[src/rtl/pwr_seq_pkg.sv]
package pwr_seq_pkg;

  typedef enum logic [2:0] {
    PS_IDLE,
    PS_RAMP_UP,
    PS_WAIT_HOLD,
    PS_ON,
    PS_RAMP_DOWN
  } pwr_state_e;

endpackage

[src/rtl/pwr_key_debounce.sv]
module pwr_key_debounce #(
  parameter int DEB_CYC = 8
) (
  input  logic clk_i,
  input  logic rst_n,
  input  logic key_n_i,
  output logic pressed_o
);
  localparam int CW = $clog2(DEB_CYC + 1);
  localparam logic [CW-1:0] FULL = CW'(DEB_CYC);

  logic [CW-1:0] cnt_q, cnt_d;
  logic          cnt_en;

  always_comb begin
    cnt_en = key_n_i | (cnt_q != FULL);
    cnt_d  = key_n_i ? '0 : cnt_q + CW'(1);
  end

  always_ff @(posedge clk_i or negedge rst_n) begin
    if (!rst_n)      cnt_q <= '0;
    else if (cnt_en) cnt_q <= cnt_d;
  end

  assign pressed_o = (cnt_q == FULL);

  AST_RELEASE_FAST: assert property (@(posedge clk_i) disable iff (!rst_n)
    key_n_i |=> !pressed_o);

endmodule

[src/rtl/pwr_step_timer.sv]
module pwr_step_timer #(
  parameter int STEP_DLY = 16
) (
  input  logic clk_i,
  input  logic rst_n,
  input  logic run_i,
  input  logic clr_i,
  output logic tick_o
);
  localparam int CW = (STEP_DLY > 2) ? $clog2(STEP_DLY) : 1;
  localparam logic [CW-1:0] LAST = CW'(STEP_DLY - 1);

  logic [CW-1:0] cnt_q, cnt_d;
  logic          cnt_en;

  assign tick_o = run_i & (cnt_q == LAST);

  always_comb begin
    cnt_en = run_i | (cnt_q != '0);
    if (clr_i || !run_i || tick_o) cnt_d = '0;
    else                           cnt_d = cnt_q + CW'(1);
  end

  always_ff @(posedge clk_i or negedge rst_n) begin
    if (!rst_n)      cnt_q <= '0;
    else if (cnt_en) cnt_q <= cnt_d;
  end

  AST_TICK_NEEDS_RUN: assert property (@(posedge clk_i) disable iff (!rst_n)
    (tick_o && !clr_i) |=> !tick_o);

endmodule

[src/rtl/pwr_seq_fsm.sv]
module pwr_seq_fsm
  import pwr_seq_pkg::*;
#(
  parameter int NUM_RAILS = 4,
  localparam int IW = $clog2(NUM_RAILS + 1)
) (
  input  logic          clk_i,
  input  logic          rst_n,
  input  logic          fault_i,
  input  logic          key_pressed_i,
  input  logic          chg_start_i,
  input  logic          hold_i,
  input  logic          tick_i,
  output logic          run_o,
  output logic          clr_o,
  output logic [IW-1:0] rails_on_o,
  output logic          sys_rst_n_o,
  output logic          pwr_on_o
);
  localparam logic [IW-1:0] ALL_ON = IW'(NUM_RAILS);

  pwr_state_e    state_q, state_d;
  logic [IW-1:0] idx_q, idx_d;
  logic          src_key_q, src_key_d;

  always_comb begin
    state_d   = state_q;
    idx_d     = idx_q;
    src_key_d = src_key_q;
    if (fault_i) begin
      state_d   = PS_IDLE;
      idx_d     = '0;
      src_key_d = 1'b0;
    end else begin
      unique case (state_q)
        PS_IDLE: begin
          if (key_pressed_i) begin
            state_d   = PS_RAMP_UP;
            src_key_d = 1'b1;
          end else if (chg_start_i) begin
            state_d   = PS_RAMP_UP;
            src_key_d = 1'b0;
          end
        end
        PS_RAMP_UP: begin
          if (src_key_q && !key_pressed_i) begin
            state_d = PS_RAMP_DOWN;
          end else if (tick_i) begin
            idx_d = idx_q + IW'(1);
            if (idx_q == ALL_ON - IW'(1)) state_d = PS_WAIT_HOLD;
          end
        end
        PS_WAIT_HOLD: begin
          if (hold_i)                           state_d = PS_ON;
          else if (src_key_q && !key_pressed_i) state_d = PS_RAMP_DOWN;
        end
        PS_ON: begin
          if (!hold_i) state_d = PS_RAMP_DOWN;
        end
        PS_RAMP_DOWN: begin
          if (idx_q == '0) begin
            state_d = PS_IDLE;
          end else if (tick_i) begin
            idx_d = idx_q - IW'(1);
            if (idx_q == IW'(1)) state_d = PS_IDLE;
          end
        end
        default: begin
          state_d = PS_IDLE;
          idx_d   = '0;
        end
      endcase
    end
  end

  always_ff @(posedge clk_i or negedge rst_n) begin
    if (!rst_n) begin
      state_q   <= PS_IDLE;
      idx_q     <= '0;
      src_key_q <= 1'b0;
    end else begin
      state_q   <= state_d;
      idx_q     <= idx_d;
      src_key_q <= src_key_d;
    end
  end

  assign run_o       = (state_q == PS_RAMP_UP) || (state_q == PS_RAMP_DOWN);
  assign clr_o       = (state_d != state_q);
  assign rails_on_o  = idx_q;
  assign sys_rst_n_o = (state_q == PS_WAIT_HOLD) || (state_q == PS_ON);
  assign pwr_on_o    = (state_q == PS_ON);

  AST_FAULT_CLEARS: assert property (@(posedge clk_i) disable iff (!rst_n)
    fault_i |=> (idx_q == '0) && !sys_rst_n_o);

  AST_RAIL_STEP: assert property (@(posedge clk_i) disable iff (!rst_n)
    !fault_i |=> (idx_q == $past(idx_q)) || (idx_q == $past(idx_q) + IW'(1))
                 || ($past(idx_q) == idx_q + IW'(1)));

  AST_RST_ALL_RAILS: assert property (@(posedge clk_i) disable iff (!rst_n)
    sys_rst_n_o |-> (idx_q == ALL_ON));

  AST_ON_NEEDS_HOLD: assert property (@(posedge clk_i) disable iff (!rst_n)
    $rose(pwr_on_o) |-> $past(hold_i));

  AST_DOWN_ORDER: assert property (@(posedge clk_i) disable iff (!rst_n)
    (state_q == PS_RAMP_DOWN) |=> (idx_q <= $past(idx_q)));

endmodule

[src/rtl/pwr_seq_ctrl.sv]
module pwr_seq_ctrl #(
  parameter int NUM_RAILS = 4,
  parameter int STEP_DLY  = 16,
  parameter int DEB_CYC   = 8
) (
  input  logic                 clk_i,
  input  logic                 rst_n_i,
  input  logic                 uvlo_i,
  input  logic                 therm_i,
  input  logic                 key_n_i,
  input  logic                 chg_ok_i,
  input  logic                 vsys_ok_i,
  input  logic                 hold_i,
  output logic [NUM_RAILS-1:0] rail_en_o,
  output logic                 sys_rst_n_o,
  output logic                 pwr_on_o
);
  localparam int IW = $clog2(NUM_RAILS + 1);

  logic [1:0]    rst_sync_q;
  logic          rst_n;
  logic          fault;
  logic          chg_valid, chg_valid_q, chg_start;
  logic          key_pressed;
  logic          tick, run, clr;
  logic [IW-1:0] rails_on;
  logic          fsm_rst_n, fsm_on;

  always_ff @(posedge clk_i or negedge rst_n_i) begin
    if (!rst_n_i) rst_sync_q <= 2'b00;
    else          rst_sync_q <= {rst_sync_q[0], 1'b1};
  end
  assign rst_n = rst_sync_q[1];

  assign fault     = uvlo_i | therm_i;
  assign chg_valid = chg_ok_i & vsys_ok_i;
  assign chg_start = chg_valid & ~chg_valid_q;

  always_ff @(posedge clk_i or negedge rst_n) begin
    if (!rst_n) chg_valid_q <= 1'b0;
    else        chg_valid_q <= chg_valid;
  end

  pwr_key_debounce #(.DEB_CYC(DEB_CYC)) i_debounce (
    .clk_i     (clk_i),
    .rst_n     (rst_n),
    .key_n_i   (key_n_i),
    .pressed_o (key_pressed)
  );

  pwr_step_timer #(.STEP_DLY(STEP_DLY)) i_timer (
    .clk_i  (clk_i),
    .rst_n  (rst_n),
    .run_i  (run),
    .clr_i  (clr),
    .tick_o (tick)
  );

  pwr_seq_fsm #(.NUM_RAILS(NUM_RAILS)) i_fsm (
    .clk_i         (clk_i),
    .rst_n         (rst_n),
    .fault_i       (fault),
    .key_pressed_i (key_pressed),
    .chg_start_i   (chg_start),
    .hold_i        (hold_i),
    .tick_i        (tick),
    .run_o         (run),
    .clr_o         (clr),
    .rails_on_o    (rails_on),
    .sys_rst_n_o   (fsm_rst_n),
    .pwr_on_o      (fsm_on)
  );

  for (genvar k = 0; k < NUM_RAILS; k++) begin : g_rail
    assign rail_en_o[k] = rst_n & (rails_on > IW'(k));
  end

  assign sys_rst_n_o = rst_n & fsm_rst_n;
  assign pwr_on_o    = rst_n & fsm_on;

  AST_ON_WITH_RELEASE: assert property (@(posedge clk_i) disable iff (!rst_n)
    pwr_on_o |-> (sys_rst_n_o && (&rail_en_o)));

  AST_FAULT_OFF: assert property (@(posedge clk_i) disable iff (!rst_n)
    fault |=> (rail_en_o == '0) && !pwr_on_o);

endmodule

[config.mk]
export PLATFORM = sky130hd
export DESIGN_NAME = pwr_seq_ctrl
export DESIGN_NICKNAME = d
export VERILOG_FILES = /design/src/rtl/pwr_seq_pkg.sv /design/src/rtl/pwr_key_debounce.sv /design/src/rtl/pwr_step_timer.sv /design/src/rtl/pwr_seq_fsm.sv /design/src/rtl/pwr_seq_ctrl.sv
export SDC_FILE = /design/constraint.sdc
export NUM_CORES = 1
export LEC_CHECK = 0
export ABC_AREA = 0
export BUFFER_PORTS_ARGS = -buffer_cell sky130_fd_sc_hd__buf_2
export CELL_PAD_IN_SITES_DETAIL_PLACEMENT = 2
export CELL_PAD_IN_SITES_GLOBAL_PLACEMENT = 2
export CORE_ASPECT_RATIO = 0.9
export CORE_MARGIN = 2
export CORE_UTILIZATION = 33
export CTS_CLUSTER_SIZE = 30
export DETAILED_ROUTE_END_ITERATION = 8
export PLACE_DENSITY = 0.74
export RECOVER_POWER = 50
export SKIP_LAST_GASP = 1
export SLEW_MARGIN = 5
export SYNTH_ARGS = -nofsm -noshare
export SYNTH_HDL_FRONTEND = slang
export SYNTH_HIERARCHICAL = 1
export SYNTH_SLANG_ARGS = --single-unit
[constraint.sdc]
create_clock -name clk_i -period 1.2 [get_ports clk_i]
set_clock_uncertainty 0.1 [all_clocks]
set_input_delay 0.18 -clock clk_i [delete_from_list [all_inputs] [get_ports clk_i]]
set_output_delay 0.18 -clock clk_i [all_outputs]
set_load 0.1 [all_outputs]
==> qor.txt, run 1 <==
status - did not finish
Halt Stage - global routing
Stop Error - [ERROR DPL-0033] detailed placement checks failed during check placement.
Synth Instances - 128
Syn. warnings - 6
Die X-Extent - 69.4 um
H-tree Lvls - 1
syn_nets - 145
DPL Wire Length - 3500 um
post-synthesis cell area - 0.00127 mm2
Root Buffer - clkbuf_8
port bufs - 13
Inserted Clock Buffers - 3
sequential area share after synthesis - 35.5%
post-GRT worst EP - i_fsm/state_q[1]$_DFF_PN0_/D
FFs w/ async S/R, synth - 100%
Worst-path end type - register data pin
number of synthesized register bits - 18
io pins - 14
Synth cell types - 50
worst-case clock buffer depth - 2
die height - 62.9 um
initial antenna violation count - 0
Syn Area/Cell - 9.92 um2
Top FF cell, synth - dfrtp_1
Clock Sinks - 18
Final Wtd Congestion - 0.835
Starting Density - 34.3%
number of flops mapped to enable cells by yosys - 0
largest net degree at the start of global routing - 14
FP Rows - 21
## cells in the mapped netlist (2+ instances only)
library cell	number	share of area (%)
a21oi_1	10	3.9
and2_1	3	1.5
o21ai_0	2	0.79
xnor2_1	2	1.4
ha_1	9	8.9
clkbuf_8	3	3.3
inv_1	9	2.7
nor3_1	4	1.6
o32ai_1	3	2.1
nand2b_2	2	1.4
mux2_2	3	2.7
nand3_1	5	2.0
inv_2	2	0.59
mux2i_1	2	1.6
a211o_1	2	1.4
nand2b_1	2	0.99
o21a_1	3	1.8
a211oi_1	2	1.2
nor2b_1	4	2.0
nor2_1	7	2.1
nand2_1	2	0.59
and2_2	2	1.2
dfrtp_1	18	35
## what timing repair did
item | in CTS
setup endpoints to repair | 20
gates resized for setup | 47
buffers inserted | 17
pin swaps | 15
hold endpoints to repair | 2
hold buffers | 1
gates cloned | 0
## logic make-up after synthesis
family	Yosys count	synth area share, %
other	1	0.295
multiplexers	5	4.24
flip-flops	18	35.5
AO/OA/AOI/OAI	34	19.5
XOR/XNOR	3	2.07
buffers and inverters	15	7.39
adder cells (fa/ha/maj)	9	8.87
AND/OR/NAND/NOR	43	22.2
## stage by stage
step	area, um2	hold WS [ns]	worst slack (ns)	instances
3_5_place_dp	1830	-0.132	-1.15	227
4_1_cts	2250	0.0157	-1.09	247
3_3_place_gp	1830	-0.135	-1.04	227
2_1_floorplan	1340	-0.216	-1.05	128
==> run 2, diff against run 1 <==
--- a/config.mk
+++ b/config.mk
@@ -7,14 +7,10 @@
 export LEC_CHECK = 0
 export ABC_AREA = 0
 export BUFFER_PORTS_ARGS = -buffer_cell sky130_fd_sc_hd__buf_2
-export CELL_PAD_IN_SITES_DETAIL_PLACEMENT = 2
-export CELL_PAD_IN_SITES_GLOBAL_PLACEMENT = 2
-export CORE_ASPECT_RATIO = 0.9
-export CORE_MARGIN = 2
-export CORE_UTILIZATION = 33
-export CTS_CLUSTER_SIZE = 30
+export CORE_AREA = 2 2 63 65
 export DETAILED_ROUTE_END_ITERATION = 8
-export PLACE_DENSITY = 0.74
+export DIE_AREA = 0 0 65 67
+export PLACE_DENSITY_LB_ADDON = 0.15
 export RECOVER_POWER = 50
 export SKIP_LAST_GASP = 1
 export SLEW_MARGIN = 5
==> constraint.sdc (replaced) <==
create_clock -name clk_i -period 1.55 [get_ports clk_i]
set_clock_uncertainty 0.1 [all_clocks]
set_input_delay 0.2325 -clock clk_i [delete_from_list [all_inputs] [get_ports clk_i]]
set_output_delay 0.2325 -clock clk_i [all_outputs]
set_load 0.1 [all_outputs]
==> run 2 against run 1 <==
- the flow now finishes, with violations (negative setup slack)
- synthesized cell count did not move
- synthesized area stayed put
==> qor.txt, run 2 <==
Worst Setup Path Type - reg -> reg
Synth Instances - 128 (unchanged)
Reg2Reg Launch Point - i_fsm/state_q[2]
Worst-Skew Late Latency - 0.26 ns
H-tree Lvls - 1 (unchanged)
cell breakdown of the critical path - nand2b_4 -> a21oi_4 -> and4_4 -> nand2_4 -> nor4_4 -> o32ai_2 -> o32ai_2 -> nand2b_4 -> a31oi_2 -> mux2_2
DRC violations left - 0
Final Wtd Congestion - 0.870 (+4.1%)
CP peak stage delay - 0.40 ns
sequential area share after synthesis - 35.5% (unchanged)
CTS tree - built
Sw Share - 26.6%
Lkg Pwr - 0.969 nW
io pins - 14 (unchanged)
final hold slack - 0.0666 ns
Synth cell types - 50 (unchanged)
area delta synth->final - 73.3%
via count - 1261
RR Endpoint - i_timer/cnt_q[0]
count leader, synth - dfrtp_1
syn_nets - 145 (unchanged)
vias per cell - 5.06
Post-Route WL - 3550 um
WHS Path Cells - 2
Worst Path Max Fanout - 4
Slew Viols, Final - 0
RSZ-0062 raised after global routing - yes
biggest registers after layout - i_debounce/cnt_q x4, i_timer/cnt_q x4
post-synth top area share - 35.5% (unchanged)
FMAX - 448 MHz
layout cells sized above 1 - 61.2%
Root Buffer - clkbuf_8
number of flops mapped to enable cells by yosys - 0 (unchanged)
core area - 0.00361 mm2
Syn. warnings - 6 (unchanged)
die area - 0.00436 mm2
antenna-violating nets left - 0
worst-case clock buffer depth - 2 (unchanged)
Starting Density - 35.2% (+0.94 points)
PD cells - 543 mW/mm2
commonest non-fill, non-tap cells in the layout - buf_4, dfrtp_1, buf_6
min Tclk post-route - 2.23 ns
r2r setup slk - -0.68 ns
Total Nets Final - 219
Combinational Power Share - 23.1%
failing checks - negative setup slack
FFs w/ async S/R, synth - 100% (unchanged)
hold endpoint - i_debounce/cnt_q[3]
worst slew pin tran - 0.700 ns
post-synthesis cell area - 0.00127 mm2 (unchanged)
Switch Pwr - 318 uW
Inserted Clock Buffers - 3 (unchanged)
GRT Residual Overflow - 0
top cells by count, synth - dfrtp_1, a21oi_1, ha_1, inv_1, nor2_1
slowest CP cell - dfrtp_1
DRT iter0 DRCs - 38
commonest non-fill, non-tap cell in the layout - buf_4
Hold Startpoint - key_n_i
first-pass GRT wire length - 5800 um
Reg power frac - 43.4%
Antenna diodes - 0
max cap viols - 0
number of cells in the finished layout apart from fillers - 249
Final Worst Setup Slack - -0.681 ns
Total GRT Usage - 17.5%
Clock Sinks - 18 (unchanged)
cell taking the most area after synthesis - dfrtp_1
WL/cell - 14.3 um
final hold vios - 0
CP required - 1.60 ns
worst hold path class - in -> reg
CP Launch Type - flip-flop
die height - 67 um (+6.6%)
clock group share of total power - 33.5%
Setup Viol. Count Final - 16
drt first pass iters - 4
status - finished, violations left
max_slew headroom - 53.4%
Top FF cell, synth - dfrtp_1
VDD IR-drop max - 0.421 mV
PnR Total Power - 1.19 mW
largest net degree at the start of global routing - 13
dominant cells by area after synthesis - dfrtp_1, ha_1, a21oi_1
Syn Area/Cell - 9.92 um2 (unchanged)
WP data arrival - 2.28 ns
cell total after placement - 230 (+1.3%)
port bufs - 13 (unchanged)
internal power - 877 uW
setup_tns - -6.50 ns
DP Worst Slack - -0.710 ns (+0.441 ns)
DPL Wire Length - 2380 um (-32%)
number of synthesized register bits - 18 (unchanged)
part of the cycle the worst path needs - 144%
vias in the first global route - 1308
initial antenna violation count - 0
fill count - 297
Die X-Extent - 65 um (-6.3%)
FP Rows - 22 (+4.8%)
clk slew on worst S/H paths - 0.07 ns
R2R depth - 10
endpoint type of the worst setup path - flip-flop
run 2: cell counts after synthesis:
Identical to the previous run, type by type.
run 2: through the flow:
step                utilization, %  instance area (um2)
floorplan                        -                 1330
global placement              50.7                 1830
detailed placement            50.7                 1830
CTS                           58.4                 2110
global route                  61.0                 2200
finish                        61.0                 2200
run 2: worst max-delay path: cells and delay by family, from the launching register on:
kind | cells | cell delay (ns)
muxes | 1 | 0.26
AOI/OAI and AO/OA | 4 | 0.42
DFF | 1 | 0.40
and+or+nand+nor | 5 | 0.94
run 2: final cells by class:
class / instances / area [um2] / area share (%)
Multi-Input combinational cell: 95 / 932 / 42.4
Timing Repair Buffer: 73 / 656 / 29.8
Sequential cell: 18 / 454 / 20.6
Tap cell: 48 / 60.1 / 2.73
Clock buffer: 4 / 55.1 / 2.50
Inverter: 11 / 43.8 / 1.99
run 2: cell families after synthesis:
group	count (synthesis)	synth area share, %
xor+xnor	3	2.07
compound gates	34	19.5
buf+inv	15	7.39
flops	18	35.5
other cells	1	0.295
simple gates	43	22.2
mux	5	4.24
fa+ha+maj	9	8.87
run 2: power groups by stage:
stage | combinational, mW | sequential (mW) | clock [mW]
finish | 0.276 | 0.519 | 0.400
global route | 0.314 | 0.522 | 0.435
CTS | 0.272 | 0.519 | 0.410
detailed placement | 0.243 | 0.527 | 0
global placement | 0.231 | 0.525 | 0
floorplan | 0.121 | 0.543 | 0
run 2: per-layer routing:
metal  vias up  routed length [um]  track usage [%]  part of all wire (%)
li1        611                   -                -                     -
met1       628                1430             20.2                    40
met2        17                1970             32.7                    55
met3         5                 105             2.53                   3.0
met4         0                  53             6.38                   1.5
met5         -                   0                0                     0
run 2: timing repair:
action | 4_1_cts | 5_1_grt
hold endpoints to repair | 2 | 0
endpoints found under the setup margin | 14 | 16
setup buffers | 13 | 4
hold buffers | 1 | 0
gates resized for setup | 33 | 18
pin swaps | 11 | 13
run 2: how the worst max path moves through the flow:
stage	startpoint	to	slack [ns]	cells after the start
floorplan	i_fsm/state_q[0]	i_timer/cnt_q[0]	-0.70	11
global placement	i_debounce/cnt_q[0]	i_timer/cnt_q[0]	-0.70	11
detailed placement	i_debounce/cnt_q[0]	i_timer/cnt_q[1]	-0.71	11
CTS	i_fsm/state_q[0]	i_timer/cnt_q[0]	-0.64	10
global route	i_fsm/state_q[0]	i_timer/cnt_q[0]	-0.76	10
finish	i_fsm/state_q[2]	i_timer/cnt_q[0]	-0.68	10
Power figures use the tool's default switching activity.
